## src/rtl/pal_pkg.sv

```systemverilog
package pal_pkg;

  typedef enum logic [1:0] {
    PLANES_FULL = 2'd0,
    PLANES_HALF = 2'd1,
    PLANES_TWO  = 2'd2,
    PLANES_ONE  = 2'd3
  } plane_mode_e;

  localparam logic SEL_MASK = 1'b0;
  localparam logic SEL_PAGE = 1'b1;

  // number of low address bits that come from the pixel port
  function automatic int unsigned pixel_planes(plane_mode_e m, int unsigned w);
    case (m)
      PLANES_FULL: return w;
      PLANES_HALF: return w / 2;
      PLANES_TWO:  return 2;
      default:     return 1;
    endcase
  endfunction

endpackage

```

## src/rtl/pal_regs.sv

```systemverilog
module pal_regs #(
  parameter int unsigned W = 8
) (
  input  logic         clk,
  input  logic         rst,
  input  logic         sel_i,
  input  logic         we_i,
  input  logic [W-1:0] wdata_i,
  output logic [W-1:0] mask_o,
  output logic [W-1:0] page_o,
  output logic [W-1:0] rdata_o
);
  import pal_pkg::*;

  localparam logic [W-1:0] MASK_RST = {W{1'b1}};
  localparam logic [W-1:0] PAGE_RST = '0;

  logic [W-1:0] mask_q, page_q, rdata_q;

  always_ff @(posedge clk) begin
    if (rst) begin
      mask_q  <= MASK_RST;
      page_q  <= PAGE_RST;
      rdata_q <= '0;
    end else begin
      rdata_q <= (sel_i == SEL_PAGE) ? page_q : mask_q;
      if (we_i) begin
        if (sel_i == SEL_PAGE) page_q <= wdata_i;
        else                   mask_q <= wdata_i;
      end
    end
  end

  assign mask_o  = mask_q;
  assign page_o  = page_q;
  assign rdata_o = rdata_q;


  mask_write_chk: assert property (@(posedge clk) disable iff (rst)
    (we_i && sel_i == SEL_MASK) |=> mask_q == $past(wdata_i));

  page_write_chk: assert property (@(posedge clk) disable iff (rst)
    (we_i && sel_i == SEL_PAGE) |=> page_q == $past(wdata_i));

  regs_hold_chk: assert property (@(posedge clk) disable iff (rst)
    !we_i |=> ($stable(mask_q) && $stable(page_q)));

endmodule

```

## src/rtl/pal_addr_merge.sv

```systemverilog
module pal_addr_merge #(
  parameter int unsigned W = 8
) (
  input  pal_pkg::plane_mode_e mode_i,
  input  logic [W-1:0]         pixel_i,
  input  logic [W-1:0]         mask_i,
  input  logic [W-1:0]         page_i,
  output logic [W-1:0]         addr_o
);
  import pal_pkg::*;

  int unsigned planes;

  always_comb planes = pixel_planes(mode_i, W);

  // mask first, then page bits replace the unused upper positions
  for (genvar i = 0; i < W; i++) begin : g_bit
    assign addr_o[i] = (planes > i) ? (pixel_i[i] & mask_i[i]) : page_i[i];
  end

endmodule

```

## src/rtl/pal_addr_gen.sv

```systemverilog
module pal_addr_gen #(
  parameter int unsigned W = 8
) (
  input  logic         clk,
  input  logic         rst,
  input  logic [W-1:0] pixel,
  input  logic [1:0]   plane_code,
  input  logic         reg_sel,
  input  logic         reg_we,
  input  logic [W-1:0] reg_wdata,
  output logic [W-1:0] reg_rdata,
  output logic [W-1:0] pal_addr
);
  import pal_pkg::*;

  localparam int unsigned HALF = W / 2;

  plane_mode_e  mode;
  logic [W-1:0] mask_q, page_q, addr_d, addr_q;

  assign mode = plane_mode_e'(plane_code);

  pal_regs #(.W(W)) u_regs (
    .clk     (clk),
    .rst     (rst),
    .sel_i   (reg_sel),
    .we_i    (reg_we),
    .wdata_i (reg_wdata),
    .mask_o  (mask_q),
    .page_o  (page_q),
    .rdata_o (reg_rdata)
  );

  pal_addr_merge #(.W(W)) u_merge (
    .mode_i  (mode),
    .pixel_i (pixel),
    .mask_i  (mask_q),
    .page_i  (page_q),
    .addr_o  (addr_d)
  );

  always_ff @(posedge clk) begin
    if (rst) addr_q <= '0;
    else     addr_q <= addr_d;
  end

  assign pal_addr = addr_q;


  full_mask_chk: assert property (@(posedge clk) disable iff (rst)
    (mode == PLANES_FULL) |=> addr_q == $past(pixel & mask_q));

  half_page_chk: assert property (@(posedge clk) disable iff (rst)
    (mode == PLANES_HALF) |=> addr_q[W-1:HALF] == $past(page_q[W-1:HALF]));

  two_page_chk: assert property (@(posedge clk) disable iff (rst)
    (mode == PLANES_TWO) |=> addr_q[W-1:2] == $past(page_q[W-1:2]));

  one_plane_chk: assert property (@(posedge clk) disable iff (rst)
    (mode == PLANES_ONE) |=> (addr_q[W-1:1] == $past(page_q[W-1:1]) &&
                              addr_q[0] == $past(pixel[0] & mask_q[0])));

  reset_addr_chk: assert property (@(posedge clk)
    rst |=> addr_q == '0);

endmodule

```

## config.mk

```make
export PLATFORM = sky130hd
export DESIGN_NAME = pal_addr_gen
export DESIGN_NICKNAME = d
export VERILOG_FILES = /design/src/rtl/pal_pkg.sv /design/src/rtl/pal_regs.sv /design/src/rtl/pal_addr_merge.sv /design/src/rtl/pal_addr_gen.sv
export SDC_FILE = /design/constraint.sdc
export NUM_CORES = 1
export LEC_CHECK = 0
export BUFFER_PORTS_ARGS = -buffer_cell sky130_fd_sc_hd__buf_2
export CORE_MARGIN = 5
export CORE_UTILIZATION = 28
export CTS_CLUSTER_SIZE = 30
export DETAILED_ROUTE_END_ITERATION = 10
export GPL_TIMING_DRIVEN = 1
export PLACE_DENSITY_LB_ADDON = 0.2
export RECOVER_POWER = 50
export SYNTH_ARGS = -nofsm -noshare
export SYNTH_HDL_FRONTEND = slang
export SYNTH_SLANG_ARGS = --single-unit
export TNS_END_PERCENT = 1
```

## constraint.sdc

```tcl
create_clock -name clk -period 0.9 [get_ports clk]
set_input_delay 0.045 -clock clk [delete_from_list [all_inputs] [get_ports clk]]
set_output_delay 0.045 -clock clk [all_outputs]
set_load 0.05 [all_outputs]
```

==> results of run 1 <==
-- timing repair --
| item | 4_1_cts | 5_1_grt |
|---|---|---|
| setup buffers | 0 | 0 |
| gates cloned | 0 | 0 |
| setup endpoints to repair | 2 | 17 |
| hold endpoints to repair | 8 | 0 |
| hold buffers | 8 | 0 |
| gates resized for setup | 2 | 19 |
-- worst paths after layout --
kind	from	cells after the start	to
worst max-delay path	u_regs.mask_o[0]	2	u_regs.mask_o[0]
worst min-delay path	reg_wdata[2]	2	u_regs.mask_o[2]
worst max register to register	u_regs.mask_o[0]	2	u_regs.mask_o[0]
worst min register to register	u_regs.mask_o[0]	2	pal_addr[0]
-- metrics by stage --
stage          area [um2]  hold WS, ns  power (mW)  TNS [ns]  util (%)
2_1_floorplan        1180        0.140        1.91         0         -
3_3_place_gp         1430        0.264        2.05     -1.11      35.2
3_5_place_dp         1430        0.275        2.06     -1.06      35.2
4_1_cts              1600     0.000541        3.22         0      39.5
5_1_grt              1640      0.00637        3.36         0      40.4
6_report             1640      0.00888        3.19         0      40.4
-- layout by cell type (no fill, tap or decap) --
cell           instances
a21oi_1               15
nor2b_1                8
nand3_1               14
nand2_1               13
nand3b_1               2
clkbuf_4              12
buf_4                 10
clkbuf_8               6
o21ai_0                4
clkbuf_1               2
dfxtp_1               29
nor2_1                10
dlygate4sd3_1          8
dfxtp_2                3
nor2b_4                1
clkbuf_2               1
a211o_2                6
a211o_1                2
mux2i_1                8
buf_2                 21
-- worst max-delay path, stage by stage (launching register included) --
cell and delay (ns):
dfxtp_1 0.33, nor2b_1 0.13, a211o_2 0.30
-- where the power goes --
group          internal, mW  total (mW)  leakage, nW  switching (mW)
combinational         0.211       0.532        0.401           0.322
clock                 0.623        1.11       0.0455           0.492
sequential             1.50        1.54        0.263          0.0384
total                  2.34        3.19        0.709           0.852
-- sequential cells by signal (all words and copies together) (netlist names) --
register and count:
u_regs.page_o 8, u_regs.mask_o 8, u_regs.rdata_o 8, pal_addr 8
-- final cells by class --
type	count	area share [%]
tap	50	3.81
multi-input combinational	83	29.7
sequential	32	39.3
clock buffer	8	5.49
timing repair buffer	52	21.7
-- logic make-up after synthesis --
kind of cell | Yosys count | synth area share [%]
AND/OR/NAND/NOR | 48 | 19.9
flip-flops | 32 | 54.2
AO/OA/AOI/OAI | 27 | 14.6
multiplexers | 8 | 6.77
buffers and inverters | 8 | 4.55
-- layer usage --
metal  wire (um)  global-route usage (%)  part of all wire (%)  vias to the layer above
li1            -                       -                     -                      523
met3         201                    4.14                   7.1                        7
met4          68                    5.93                   2.4                        0
met1        1150                    11.9                    40                      482
met2        1430                    21.8                    50                       31
met5           0                       0                     0                        -
==> results.cfg, run 1 <==
[sta]
worst_pin_slew_ns = 0.546
post-route-period-util_pct = 95.7
finalMaxSlewViolations = 0
setup_ws_ns = 0.0383
fin_crit_ns = 0.862
relSlewSlack_pct = 63.6
fin_skew_ns = 0.00510
fmax_mhz = 1160
setup_viol = 0
hold_violations = 0
rsz0062_at_grt = no

[route]
drtAntennaViolNets = 0
drt-total-wl_mm = 2.85
drc = 0
viasPerCell = 4.64
vias = 1043
drt_pre_antenna_iters = 4
drt_iter0_drc = 76
post_drt_wl_per_cell_um = 12.7

[setup_path]
path_max_fanout = 3
rrSetupSlack_ns = 0.04
cp-start-kind = flip-flop
crit_type = flip-flop to flip-flop
worstPathArrival_ns = 1.03
required_ns = 1.07
critPathCaptureType = flip-flop

[cells_and_area]
final_cells = 225
area_growth_pct = 38.7
n_fill_cell = 438
layout.nets = 196
regArea_um2 = 644
diodes = 0
drive_gt1_share_pct = 34.3
multi_input_area_um2 = 488

[die]
ios = 38
die_area_um2 = 5620
start_util_pct = 29.1
core_area_um2 = 4060
die_h_um = 75.0
dieWidth_um = 75.0
rows = 23

[cts]
clk_latency_ns = 0.28
cts_buffers = 5
htree_levels = 2
clk_pin_slew_worst_paths_ns = 0.06
ctsRootBufferMaster = clkbuf_8
clock_sinks = 32
cts_tree = built
cts_buffer_depth = 2

[logic_synthesis]
yosysMostFrequentCell = dfxtp_1
netlist.area_leader.share_pct = 54.2
synth_edf_count = 0
synthTopCellsByArea = dfxtp_1 (54%), mux2i_1 (6.8%), a21oi_1 (6.3%)
postSynthAreaPerCell_um2 = 9.61
ys_warn_count = 0
synth_nets = 145
async_flop_share_pct = 0
synthFlopType = dfxtp_1
ys_ff_latch = 32
syn_area_um2 = 1180
synthCells = 123
synth_top_cell_by_area = dfxtp_1
yosysUniqueCellTypes = 15
synthTopCellsByCount = dfxtp_1 (32), a21oi_1 (15), nand3_1 (14)
yosysSeqAreaShare_pct = 54.2

[placement]
dp_cells = 209
dp_hpwl_mm = 2.03
gp_congestion = 0.694
port_buffers = 37
place_ws_ns = -0.0786

[power_and_ir_drop]
ir_worst_vdd_mv = 0.752
power_density_nw_per_um2 = 1940
power.leakage_nw = 0.709

[global_route]
antenna_found_initial = 0
grt_pass1_wl_mm = 4.91
gr-total-overflow = 0
grt_start_max_net_pins = 33
grt_use_total_pct = 11.9
first_global_vias = 1133

[status]
status = finished, final reports clean

[job]
drv_cap = 0

[worst_hold_path]
min_path_type = input pin to flip-flop
(Power assumes the default switching activity.)
==> inputs of run 2 (changes only) <==
==> constraint.sdc (replaced) <==
create_clock -name clk -period 1.05 [get_ports clk]
set_input_delay 0.0525 -clock clk [delete_from_list [all_inputs] [get_ports clk]]
set_output_delay 0.0525 -clock clk [all_outputs]
set_load 0.05 [all_outputs]
==> results.cfg, run 2 (same netlist as run 1, synthesis figures left out) <==
[status]
status = finished, final reports clean

[setup_path]
path_buf_inv = 1
crit_type = flip-flop to output pin
cp-start-kind = flip-flop
critPathCaptureType = output pin
crit_family = flip-flops
cp_slowest_stage_delay_ns = 0.32
slowest_stage = dfxtp_1
worstPathArrival_ns = 0.85
path_max_fanout = 1
path_cells = buf_2
required_ns = 1.00

[placement]
port_buffers = 37
postPlaceCellArea_um2 = 1420
place_ws_ns = 0.0297
dp_cells = 206
gp_congestion = 0.650
dp_hpwl_mm = 1.99

[global_route]
grt_pass1_wl_mm = 4.67
antenna_found_initial = 0
grt_start_max_net_pins = 33
grtUsageMet1_pct = 12.2
grtUsageMet2_pct = 19.2
grt_use_total_pct = 11.5
first_global_vias = 1039
gr-total-overflow = 0
grtUsageMet3_pct = 3.47
top_usage_layer = met2

[cts]
cts_buffers = 5
ctsRootBufferMaster = clkbuf_8
hold_buffers = 7
cts_resized = 0
cts_setup_buffers = 0
clock_sinks = 32
clk_pin_slew_worst_paths_ns = 0.07
cts_buffer_depth = 2
cts_tree = built
clk_latency_ns = 0.28
htree_levels = 2

[die]
start_util_pct = 29.1
die_h_um = 75.0
ios = 38
rows = 23
dieWidth_um = 75.0
core_area_um2 = 4060
die_area_um2 = 5620

[power_and_ir_drop]
power.leakage_nw = 0.715
power_density_nw_per_um2 = 1880
ir_worst_vdd_mv = 0.765

[sta]
setup_tns_ns = 0
post-route-period-util_pct = 86.3
fmax_mhz = 1100
finalMaxSlewViolations = 0
hold_violations = 0
relSlewSlack_pct = 62.6
rsz0062_at_grt = no
fin_crit_ns = 0.906
fin_skew_ns = 0.00340
setup_ws_ns = 0.144
setup_viol = 0
worst_pin_slew_ns = 0.561

[cells_and_area]
layout.cells.most_common = buf_2
layout.nets = 192
final_cells = 221
design_area_um2 = 1610
fin_util_pct = 39.8
mostFrequentLayoutCells = buf_2 (36), dfxtp_1 (32), a21oi_1 (15)
area_growth_pct = 36.5
diodes = 0
drive_gt1_share_pct = 32.2
n_fill_cell = 412

[worst_hold_path]
min_path_type = input pin to flip-flop

[route]
drc = 0
drt-total-wl_mm = 2.97
drt_pre_antenna_iters = 4
post_drt_wl_per_cell_um = 13.4
viasPerCell = 4.66
vias = 1029
drt_iter0_drc = 79
drtAntennaViolNets = 0

[job]
drv_cap = 0
## run 2: per-stage QoR
step                      total power, mW  hold WS (ns)
after floorplan                      1.64         0.148
after global routing                 3.17        0.0147
after global placement               1.76         0.273
final                                3.04       0.00598
after detailed placement             1.76         0.283
after CTS                            3.07       0.00128
## run 2: where the power goes
part / switching, mW / internal (mW) / total, mW
Combinational: 0.278 / 0.158 / 0.436
Clock: 0.446 / 0.837 / 1.28
Sequential: 0.0307 / 1.29 / 1.32
Total: 0.754 / 2.28 / 3.04
## run 2: final cells by class
class | instances | area [um2] | area share (%)
clock buffer | 7 | 96.3 | 5.97
clock inverter | 1 | 30.0 | 1.86
multi-input combinational | 83 | 488 | 30.2
sequential | 32 | 641 | 39.7
tap | 50 | 62.6 | 3.88
timing repair buffer | 48 | 297 | 18.4
## run 2: path summary, 6_finish.rpt
path	cells past startpoint	startpoint	endpoint	slack (ns)
max	1	u_regs.rdata_o[7]	reg_rdata[7]	0.14
min	2	reg_wdata[4]	u_regs.mask_o[4]	0.006
max reg2reg	2	u_regs.mask_o[0]	u_regs.mask_o[0]	0.17
min reg2reg	2	u_regs.mask_o[0]	pal_addr[0]	0.45
## run 2: layer usage
layer | vias up | routed length [um] | part of all wire [%]
met1 | 479 | 1170 | 39
met2 | 29 | 1530 | 51
met4 | 0 | 76 | 2.6
li1 | 517 | - | -
met5 | - | 0 | 0
met3 | 4 | 198 | 6.7
